`src/rtl/ctrl_rx_pkg.sv`:
```
package ctrl_rx_pkg;

    localparam int CMD_BITS  = 8;
    localparam int PAY_BITS  = CMD_BITS - 1;
    localparam int PORT_BITS = 3;

    typedef enum logic [2:0] {
        ST_HUNT,
        ST_SHIFT,
        ST_BUSY,
        ST_REARMED,
        ST_SLEEP
    } rx_state_e;

    typedef enum logic [1:0] {
        OP_SHORT = 2'b00,
        OP_CAL   = 2'b01,
        OP_PDOWN = 2'b10,
        OP_LONG  = 2'b11
    } op_e;

    typedef struct packed {
        logic                 unipolar;
        logic                 int_clk;
        op_e                  op;
        logic [PORT_BITS-1:0] port;
    } cmd_t;

endpackage

```
`src/rtl/ctrl_rx_sync.sv`:
```
module ctrl_rx_sync #(
    parameter int                 WIDTH     = 3,
    parameter int                 STAGES    = 2,
    parameter logic [WIDTH-1:0]   RESET_VAL = '0
) (
    input  logic             clk,
    input  logic             rst_n,
    input  logic [WIDTH-1:0] async_in,
    output logic [WIDTH-1:0] sync_out
);

    logic [WIDTH-1:0] chain [STAGES];

    genvar s;
    generate
        for (s = 0; s < STAGES; s++) begin : g_stage
            if (s == 0) begin : g_first
                always_ff @(posedge clk or negedge rst_n) begin
                    if (!rst_n) chain[s] <= RESET_VAL;
                    else        chain[s] <= async_in;
                end
            end else begin : g_rest
                always_ff @(posedge clk or negedge rst_n) begin
                    if (!rst_n) chain[s] <= RESET_VAL;
                    else        chain[s] <= chain[s-1];
                end
            end
        end
    endgenerate

    assign sync_out = chain[STAGES-1];

endmodule

```
`src/rtl/ctrl_rx_fsm.sv`:
```
module ctrl_rx_fsm
    import ctrl_rx_pkg::*;
(
    input  logic                clk,
    input  logic                rst_n,
    input  logic                bit_stb,
    input  logic                din_s,
    input  logic                cs_fall,
    input  logic                op_done,
    output logic                byte_done,
    output logic [PAY_BITS-1:0] byte_word,
    output logic                abort_pulse,
    output logic                rearm_pulse,
    output logic                sleep_st
);

    localparam int CW = $clog2(CMD_BITS);
    localparam logic [CW-1:0] LAST = CW'(CMD_BITS - 1);

    rx_state_e           state, nxt;
    logic [CW-1:0]       cnt;
    logic [PAY_BITS-2:0] shreg;
    logic                pd_pend;
    logic                start_seen;

    assign start_seen = bit_stb && din_s;
    assign byte_done  = (state == ST_SHIFT) && bit_stb && (cnt == LAST);
    assign byte_word  = {shreg, din_s};
    assign sleep_st   = (state == ST_SLEEP);

    // state register
    always_ff @(posedge clk or negedge rst_n) begin
        if (!rst_n) state <= ST_HUNT;
        else        state <= nxt;
    end

    // next-state logic
    always_comb begin
        nxt = state;
        unique case (state)
            ST_HUNT:    if (start_seen) nxt = ST_SHIFT;
            ST_SHIFT:   if (byte_done) nxt = ST_BUSY;
            ST_BUSY: begin
                if (op_done)      nxt = pd_pend ? ST_SLEEP : ST_HUNT;
                else if (cs_fall) nxt = ST_REARMED;
            end
            ST_REARMED: begin
                if (start_seen)   nxt = ST_SHIFT;
                else if (op_done) nxt = pd_pend ? ST_SLEEP : ST_HUNT;
            end
            ST_SLEEP:   if (start_seen) nxt = ST_SHIFT;
            default:    nxt = ST_HUNT;
        endcase
    end

    // datapath and output pulses
    always_ff @(posedge clk or negedge rst_n) begin
        if (!rst_n) begin
            cnt         <= '0;
            shreg       <= '0;
            pd_pend     <= 1'b0;
            abort_pulse <= 1'b0;
            rearm_pulse <= 1'b0;
        end else begin
            abort_pulse <= (state == ST_REARMED) && start_seen;
            rearm_pulse <= (state == ST_BUSY) && cs_fall && !op_done;
            if (nxt == ST_SHIFT && state != ST_SHIFT) begin
                cnt   <= CW'(1);
                shreg <= '0;
            end else if (state == ST_SHIFT && bit_stb) begin
                cnt   <= cnt + CW'(1);
                shreg <= {shreg[PAY_BITS-3:0], din_s};
            end
            if (byte_done)
                pd_pend <= (byte_word[4:3] == OP_PDOWN);
        end
    end

endmodule

```
`src/rtl/ctrl_rx_regs.sv`:
```
module ctrl_rx_regs
    import ctrl_rx_pkg::*;
(
    input  logic                 clk,
    input  logic                 rst_n,
    input  logic                 byte_done,
    input  logic [PAY_BITS-1:0]  byte_word,
    output logic                 byte_valid,
    output logic                 cfg_unipolar,
    output logic                 cfg_int_clk,
    output logic [1:0]           op_mode,
    output logic                 acq_long,
    output logic [PORT_BITS-1:0] port_out
);

    cmd_t cmd;
    assign cmd = cmd_t'(byte_word);

    always_ff @(posedge clk or negedge rst_n) begin
        if (!rst_n) begin
            byte_valid   <= 1'b0;
            cfg_unipolar <= 1'b0;
            cfg_int_clk  <= 1'b1;
            op_mode      <= OP_SHORT;
            acq_long     <= 1'b0;
            port_out     <= '0;
        end else begin
            byte_valid <= byte_done;
            if (byte_done) begin
                cfg_unipolar <= cmd.unipolar;
                cfg_int_clk  <= cmd.int_clk;
                op_mode      <= cmd.op;
                port_out     <= cmd.port;
                if (cmd.op == OP_SHORT)     acq_long <= 1'b0;
                else if (cmd.op == OP_LONG) acq_long <= 1'b1;
            end
        end
    end

endmodule

```
`src/rtl/ctrl_byte_rx.sv`:
```
module ctrl_byte_rx
    import ctrl_rx_pkg::*;
#(
    parameter int SYNC_STAGES = 2
) (
    input  logic       clk,
    input  logic       rst_n,
    input  logic       shdn_n,
    input  logic       sclk_pin,
    input  logic       csn_pin,
    input  logic       din_pin,
    input  logic       op_done,
    output logic       byte_valid,
    output logic       cfg_unipolar,
    output logic       cfg_int_clk,
    output logic [1:0] op_mode,
    output logic       acq_long,
    output logic [2:0] port_out,
    output logic       abort_pulse,
    output logic       rearm_pulse,
    output logic       powered_down
);

    logic [2:0]          pins_s;
    logic                sclk_s, csn_s, din_s;
    logic                sclk_d, csn_d;
    logic                bit_stb, cs_fall;
    logic                byte_done;
    logic [PAY_BITS-1:0] byte_word;
    logic                sleep_st;

    ctrl_rx_sync #(
        .WIDTH     (3),
        .STAGES    (SYNC_STAGES),
        .RESET_VAL (3'b010)
    ) u_sync (
        .clk      (clk),
        .rst_n    (rst_n),
        .async_in ({sclk_pin, csn_pin, din_pin}),
        .sync_out (pins_s)
    );

    assign {sclk_s, csn_s, din_s} = pins_s;

    always_ff @(posedge clk or negedge rst_n) begin
        if (!rst_n) begin
            sclk_d <= 1'b0;
            csn_d  <= 1'b1;
        end else begin
            sclk_d <= sclk_s;
            csn_d  <= csn_s;
        end
    end

    assign bit_stb = shdn_n && !csn_s && sclk_s && !sclk_d;
    assign cs_fall = shdn_n && !csn_s && csn_d;

    ctrl_rx_fsm u_fsm (
        .clk         (clk),
        .rst_n       (rst_n),
        .bit_stb     (bit_stb),
        .din_s       (din_s),
        .cs_fall     (cs_fall),
        .op_done     (op_done),
        .byte_done   (byte_done),
        .byte_word   (byte_word),
        .abort_pulse (abort_pulse),
        .rearm_pulse (rearm_pulse),
        .sleep_st    (sleep_st)
    );

    ctrl_rx_regs u_regs (
        .clk          (clk),
        .rst_n        (rst_n),
        .byte_done    (byte_done),
        .byte_word    (byte_word),
        .byte_valid   (byte_valid),
        .cfg_unipolar (cfg_unipolar),
        .cfg_int_clk  (cfg_int_clk),
        .op_mode      (op_mode),
        .acq_long     (acq_long),
        .port_out     (port_out)
    );

    assign powered_down = sleep_st || !shdn_n;

endmodule

```
`config.mk`:
```
export PLATFORM = sky130hd
export DESIGN_NAME = ctrl_byte_rx
export DESIGN_NICKNAME = d
export VERILOG_FILES = /design/src/rtl/ctrl_rx_pkg.sv /design/src/rtl/ctrl_rx_sync.sv /design/src/rtl/ctrl_rx_fsm.sv /design/src/rtl/ctrl_rx_regs.sv /design/src/rtl/ctrl_byte_rx.sv
export SDC_FILE = /design/constraint.sdc
export NUM_CORES = 1
export LEC_CHECK = 0
export BUFFER_PORTS_ARGS = -buffer_cell sky130_fd_sc_hd__buf_2
export CAP_MARGIN = 20
export CORE_AREA = 10 10 64 66
export DETAILED_ROUTE_END_ITERATION = 10
export DIE_AREA = 0 0 74 76
export PLACE_DENSITY = 0.7
export SLEW_MARGIN = 20
export SYNTH_ARGS = -nofsm -noshare
export SYNTH_HDL_FRONTEND = slang
export SYNTH_SLANG_ARGS = --single-unit
```
`constraint.sdc`:
```
create_clock -name clk -period 1.6 [get_ports clk]
set_input_delay 0.08 -clock clk [delete_from_list [all_inputs] [get_ports clk]]
set_output_delay 0.08 -clock clk [all_outputs]
set_load 0.005 [all_outputs]
```
==> summary.txt, run 1 <==
Run status
  • Outcome: finished, final reports clean

Worst setup path
  • Crit end category: flip-flop
  • Cell Chain, Critical Path: or3b_1, buf_4, o41ai_4, o31ai_1
  • Worst path slowest cell: dfrtp_2
  • CP arrival: 1730 ps
  • Critical-path maximum fanout: 10
  • WP data required: 1810 ps
  • Slowest cell delay on critical path: 460 ps
  • CP Launch Type: flip-flop
  • Setup Crit Path Kind: reg2reg

Synth
  • Synth Instances: 108
  • Largest cells by area after synthesis: dfrtp_1, dfstp_2, mux2_2
  • Synth Area in Adders: 3.71%
  • Mux cell area share after synthesis: 6.69%
  • Yosys reg bits: 32
  • Register area share after synthesis: 59.8%
  • Xor/xnor share of the synthesized area: 0%
  • Asr flop ratio synth: 100%
  • Area share of the leading cell type in the synthesized netlist: 52.0%
  • YS warnings: 0
  • Synth area leader: dfrtp_1
  • Syn Nets: 119
  • Syn_area_per_cell: 12.5 sq um
  • Netlist cell types: 32
  • Post-synthesis compound-gate area fraction: 12.1%
  • Synth Cell Area: 1350 sq um
  • Most common cell in the synthesized netlist: dfrtp_1
  • Main combinational cell family by area after synthesis: simple AND/OR/NAND/NOR gates
  • Top cells by count, synth: dfrtp_1, o21ai_0, a21oi_1, mux2_2, nand3_1
  • Number of synthesized flops with an enable pin: 0
  • Synth Flop Type: dfrtp_1
  • Synth Area in Simple Gates: 14.5%

STA
  • Fin crit period: 1520 ps
  • Rel. slew slack: 54.3%
  • RSZ-0062 raised after global routing: no
  • Final clock skew: 3.97 ps
  • Setup TNS: 0 ps
  • Tcrit/Tclk final: 95.0%
  • Worst Tran Pin Value: 686 ps
  • Peak Freq: 658 MHz
  • Max Slew Vio Count: 0
  • Final setup violation count: 0
  • Final hold vios: 0

Detailed routing
  • Vias/cell: 5.35
  • Post-route antenna net violation count: 0
  • Post-route DRC: 0
  • DR vias: 931
  • Initial DRC Count: 22
  • Pre-antenna DRT Iters: 4
  • Total wire length: 2.72 mm
  • Drt wl/cell: 15.6 um

Cells and area
  • Area of the multi-input gates: 509 sq um
  • Area grow syn2layout: 21.2%
  • Fin util: 55.8%
  • Net count, final: 151
  • Diodes inserted: 0
  • Share of cells above drive strength 1: 39.0%
  • Sequential cell area: 810 sq um
  • Number of fill cells: 238

Floorplan
  • Starting utilization of the core area: 46.0%
  • # rows: 20
  • I/O Pins: 19
  • CORE AREA: 2930 sq um
  • Die height: 76 um
  • Die X: 74 um
  • Die area: 5620 sq um

Pwr
  • Worst vdd ir: 0.678 mV
  • PD cells: 1060 nW/um^2
  • Static leakage: 0.783 nW

GRT
  • First-pass GRT wire length: 4.54 mm
  • Initial antenna violation count: 0
  • GRT overflow: 0
  • Vias in the first global route: 975
  • Total Routing Usage GR: 9.94%
  • Largest net degree at the start of global routing: 33

Hold path
  • Hold crit path type: in2reg

Placement
  • PortBufs: 18
  • Detailed Place HPWL: 1.86 mm
  • GPL Wtd Cong: 0.805

Flow run
  • Max cap viols: 0

Clocking
  • CTS root buf: clkbuf_4
  • Clk slew on worst S/H paths: 100 ps
  • # clock sinks: 32
  • Total CTS buffers: 5
  • H-tree depth: 2
  • Clock Tree Buf Depth: 2
  • Worst skew pair latency: 320 ps
  • TritonCTS clock tree: built
-- cells in the final DEF, fill, tap and decap left out, types with 2 or more instances in the layout --
cell,synthesis,routed
or3b_1,2,2
inv_1,6,6
nor2_1,2,2
dfrtp_1,28,25
a21oi_1,8,8
dfrtp_2,0,3
buf_4,0,6
nand3b_1,2,2
nand3_1,8,8
ha_1,4,4
clkinv_2,0,2
nand2_1,2,2
o21ai_0,12,12
mux2_2,8,8
dfstp_2,4,4
clkbuf_4,0,5
dlygate4sd3_1,0,5
buf_2,2,18
-- worst paths after layout --
kind / slack [ps] / depth (start not counted) / from / end
max: 80 / 4 / u_fsm.state[1] / u_regs.acq_long
min: 230 / 4 / shdn_n / u_fsm.state[0]
max reg2reg: 80 / 4 / u_fsm.state[1] / u_regs.acq_long
min reg2reg: 360 / 0 / u_sync.chain[5] / u_sync.sync_out[2]
max in group asynchronous: 800 / 2 / rst_n / u_fsm.state[0]
min in group asynchronous: 320 / 2 / rst_n / u_sync.chain[3]
-- cell type report --
type	count	area share [%]
Sequential cell	32	49.6
Multi-Input combinational cell	65	31.2
Timing Repair Buffer	29	11.3
Clock buffer	6	3.14
Tap cell	33	2.53
Inverter	7	1.61
Clock inverter	2	0.613
-- state kept, by name (all words and copies together), names as in the netlist, 2 cells and up --
name	flops
u_fsm.state	3
u_fsm.cnt	3
u_regs.op_mode	2
u_sync.sync_out	3
u_regs.port_out	3
u_sync.chain	3
u_fsm.shreg	6
-- kinds of logic (layout without fill, tap and decap cells) --
logic type,Yosys count,after routing
mux,8,8
compound gates,26,26
flops,32,32
fa+ha+maj,4,4
simple gates,27,27
buf+inv,11,44
-- routing by layer --
metal	part of all wire [%]	wire length (um)	global-route usage, %	up-vias
met4	1.1	31	2.99	0
met2	51	1400	15.6	18
met1	42	1130	11.6	451
met5	0	0	0	-
li1	-	-	-	457
met3	5.7	155	4.69	5
-- stage by stage --
step	instance area, sq um	hold slack (ps)	total power, mW	std cells	worst slack, ps
finish	1630	233	1.73	174	79.4
global route	1630	255	1.85	174	8.96
CTS	1610	219	1.73	173	41.8
detailed placement	1500	167	1.24	160	108
global placement	1500	151	1.22	160	149
floorplan	1350	-216	1.12	108	57.3
-- critical path: cells and delay by family (launching register included) --
| family | cells | cell delay (ps) |
|---|---|---|
| flops | 1 | 460 |
| simple gates | 1 | 430 |
| compound gates | 2 | 310 |
| buf+inv | 1 | 200 |
-- what timing repair did --
item,CTS,global route
resized for setup,0,4
setup endpoints to repair,0,4
hold buffers,5,0
endpoints found under the hold margin,32,0
setup buffers,0,1
-- power breakdown --
group,internal (mW),leakage [nW],total [mW],switching (mW)
Combinational,0.141,0.336,0.309,0.168
Sequential,0.885,0.409,0.944,0.0586
Clock,0.209,0.0380,0.474,0.266
Total,1.24,0.783,1.73,0.492
(Power assumes the default switching activity.)
==> run 2, diff against run 1 <==
--- a/config.mk
+++ b/config.mk
@@ -7,10 +7,10 @@
 export LEC_CHECK = 0
 export BUFFER_PORTS_ARGS = -buffer_cell sky130_fd_sc_hd__buf_2
 export CAP_MARGIN = 20
-export CORE_AREA = 10 10 64 66
+export CORE_AREA = 10 10 61 63
 export DETAILED_ROUTE_END_ITERATION = 10
-export DIE_AREA = 0 0 74 76
-export PLACE_DENSITY = 0.7
+export DIE_AREA = 0 0 71 73
+export PLACE_DENSITY = 0.74
 export SLEW_MARGIN = 20
 export SYNTH_ARGS = -nofsm -noshare
 export SYNTH_HDL_FRONTEND = slang
==> constraint.sdc (replaced) <==
create_clock -name clk -period 1.5 [get_ports clk]
set_input_delay 0.075 -clock clk [delete_from_list [all_inputs] [get_ports clk]]
set_output_delay 0.075 -clock clk [all_outputs]
set_load 0.005 [all_outputs]
==> summary.txt, run 2 (synthesized netlist as in run 1, its figures left out) <==
Worst setup path
  • Slowest cell delay on critical path: 480 ps (+20 ps)
  • CP delay by family, top: simple AND/OR/NAND/NOR gates
  • Critical-path maximum fanout: 7 (-3)
  • Setup Crit Path Kind: reg2reg
  • Buf/Inv on CP: 0 (-1)
  • Cell Chain, Critical Path: or3b_4, o21ai_1, or3b_1
  • CP Launch Type: flip-flop
  • Crit end category: flip-flop
  • WP data required: 1700 ps (-110 ps)
  • CP arrival: 1680 ps (-50 ps)
  • Worst path slowest cell: dfrtp_2

Clocking
  • # clock sinks: 32 (unchanged)
  • Clock Tree Buf Depth: 2 (unchanged)
  • CTS root buf: clkbuf_4
  • H-tree depth: 2 (unchanged)
  • Worst skew pair latency: 330 ps (about the same)
  • Total CTS buffers: 5 (unchanged)
  • Clk slew on worst S/H paths: 90 ps (about the same)
  • TritonCTS clock tree: built

STA
  • Final clock skew: 12.0 ps (+8.00 ps)
  • Final setup violation count: 0 (unchanged)
  • Rel. slew slack: 54.8% (+0.53 points)
  • Peak Freq: 675 MHz (+2.6%)
  • Max Slew Vio Count: 0 (unchanged)
  • Tcrit/Tclk final: 98.8% (+3.8 points)
  • Fin crit period: 1480 ps (-38.6 ps)
  • Min setup slack post-route: 18.0 ps (-61.4 ps)
  • Final hold vios: 0 (unchanged)
  • Worst Tran Pin Value: 678 ps (-7.99 ps)
  • RSZ-0062 raised after global routing: yes

Detailed routing
  • Post-route antenna net violation count: 0 (unchanged)
  • DR vias: 983 (+5.6%)
  • Pre-antenna DRT Iters: 5 (+1)
  • Initial DRC Count: 49 (+120%)
  • Drt wl/cell: 16.7 um (+7.2%)
  • Total wire length: 2.91 mm (+7.2%)
  • Vias/cell: 5.65 (+5.6%)
  • Post-route DRC: 0 (unchanged)

Floorplan
  • I/O Pins: 19 (unchanged)
  • Die height: 73 um (-3.9%)
  • # rows: 19 (-5.0%)
  • Die X: 71 um (-4.1%)
  • CORE AREA: 2620 sq um (-11%)
  • Die area: 5180 sq um (-7.8%)
  • Starting utilization of the core area: 51.5% (+5.5 points)

Cells and area
  • Share of cells above drive strength 1: 42.0% (+3.0 points)
  • Number of fill cells: 221 (-7.1%)
  • Diodes inserted: 0 (unchanged)
  • Fin util: 64.4% (+8.6 points)
  • Sequential cell area: 810 sq um (unchanged)
  • Most frequent cells in the layout: dfrtp_1, buf_2, o21ai_0
  • Design area: 1680 sq um (+3.1%)
  • Net count, final: 153 (+1.3%)
  • Largest reg by FF count: u_fsm.shreg
  • Max FFs per register: 6 (unchanged)
  • Area grow syn2layout: 24.9%
  • Fin cells: 174 (unchanged)
  • Most common cell after layout, fill and taps aside: dfrtp_1
  • Area of the multi-input gates: 541 sq um (+6.1%)

Pwr
  • PD cells: 1140 nW/um^2 (+8.0%)
  • Worst vdd ir: 0.942 mV (+39%)
  • Static leakage: 0.796 nW (+1.6%)
  • Final total power: 1.92 mW (+11%)

GRT
  • First-pass GRT wire length: 4.62 mm (+1.7%)
  • Total Routing Usage GR: 11.0% (+1.1 points)
  • Initial antenna violation count: 0 (unchanged)
  • GRT overflow: 0 (unchanged)
  • Largest net degree at the start of global routing: 33 (unchanged)
  • Vias in the first global route: 1,006 (+3.2%)

Run status
  • Outcome: finished, final reports clean

Placement
  • GPL Wtd Cong: 0.829 (+2.9%)
  • Pre-CTS WS: -4.95 ps (-113 ps)
  • Cells after DPL: 158 (-1.3%)
  • Area after DPL: 1510 sq um (+0.50%)
  • Detailed Place HPWL: 1.92 mm (+2.8%)
  • PortBufs: 18 (unchanged)

Flow run
  • Max cap viols: 0 (unchanged)

Hold path
  • Hold crit path type: in2reg
run 2: changes by cell type in the layout (fill, tap and decap cells not counted), moves of 2 or more:
cell      delta
clkinv_2     -2
mux2_2       -2
mux2_4       +2
o41ai_2      +2
run 2: path summary, 6_finish.rpt:
kind | slack [ps] | start | to | depth (start not counted)
worst min-delay path | 240 | shdn_n | u_fsm.state[0] | 4
max in group asynchronous | 710 | rst_n | u_fsm.state[2] | 2
worst max-delay path | 20 | u_fsm.state[1] | u_fsm.cnt[0] | 3
min in group asynchronous | 310 | rst_n | u_fsm.cnt[1] | 2
worst min register to register | 360 | u_sync.chain[3] | u_sync.sync_out[0] | 0
worst max register to register | 20 | u_fsm.state[1] | u_fsm.cnt[0] | 3
run 2: metrics by stage:
| step | hold WS (ps) | setup TNS, ps |
|---|---|---|
| after global placement | 143 | 0 |
| after CTS | 214 | 0 |
| after detailed placement | 151 | -4.95 |
| after global routing | 276 | -212 |
| after floorplan | -221 | -79.4 |
| final | 238 | 0 |
run 2: worst register-to-register path: cells and delay by family, from the launching register on:
kind / cells / cell delay (ps)
AND/OR/NAND/NOR: 2 / 760
flip-flops: 1 / 480
AO/OA/AOI/OAI: 1 / 130
run 2: metal layers:
| metal | vias to the layer above | GRT usage (%) | share of wire (%) |
|---|---|---|---|
| met1 | 486 | 12.7 | 42 |
| met4 | 0 | 5.59 | 2.7 |
| met5 | - | 0 | 0 |
| li1 | 456 | - | - |
| met3 | 9 | 4.35 | 5.8 |
| met2 | 32 | 17.4 | 49 |
run 2: layout make-up:
type / instances / share of cell area, %
timing repair buffer: 30 / 11.7
multi-input combinational: 66 / 32.1
clock buffer: 8 / 4.09
sequential: 32 / 48.1
tap: 31 / 2.30
inverter: 7 / 1.71
run 2: what timing repair did:
action / in CTS / in global routing
pin swaps: 0 / 1
buffers inserted: 0 / 2
hold buffers: 5 / 0
endpoints found under the setup margin: 4 / 15
gates cloned: 0 / 1
resized for setup: 4 / 8
hold endpoints to repair: 32 / 0
run 2: report_power, final:
part	leakage, nW	internal (mW)	switching (mW)	total (mW)
registers	0.409	0.944	0.0742	1.02
clock network	0.0386	0.276	0.279	0.554
logic	0.348	0.167	0.183	0.350
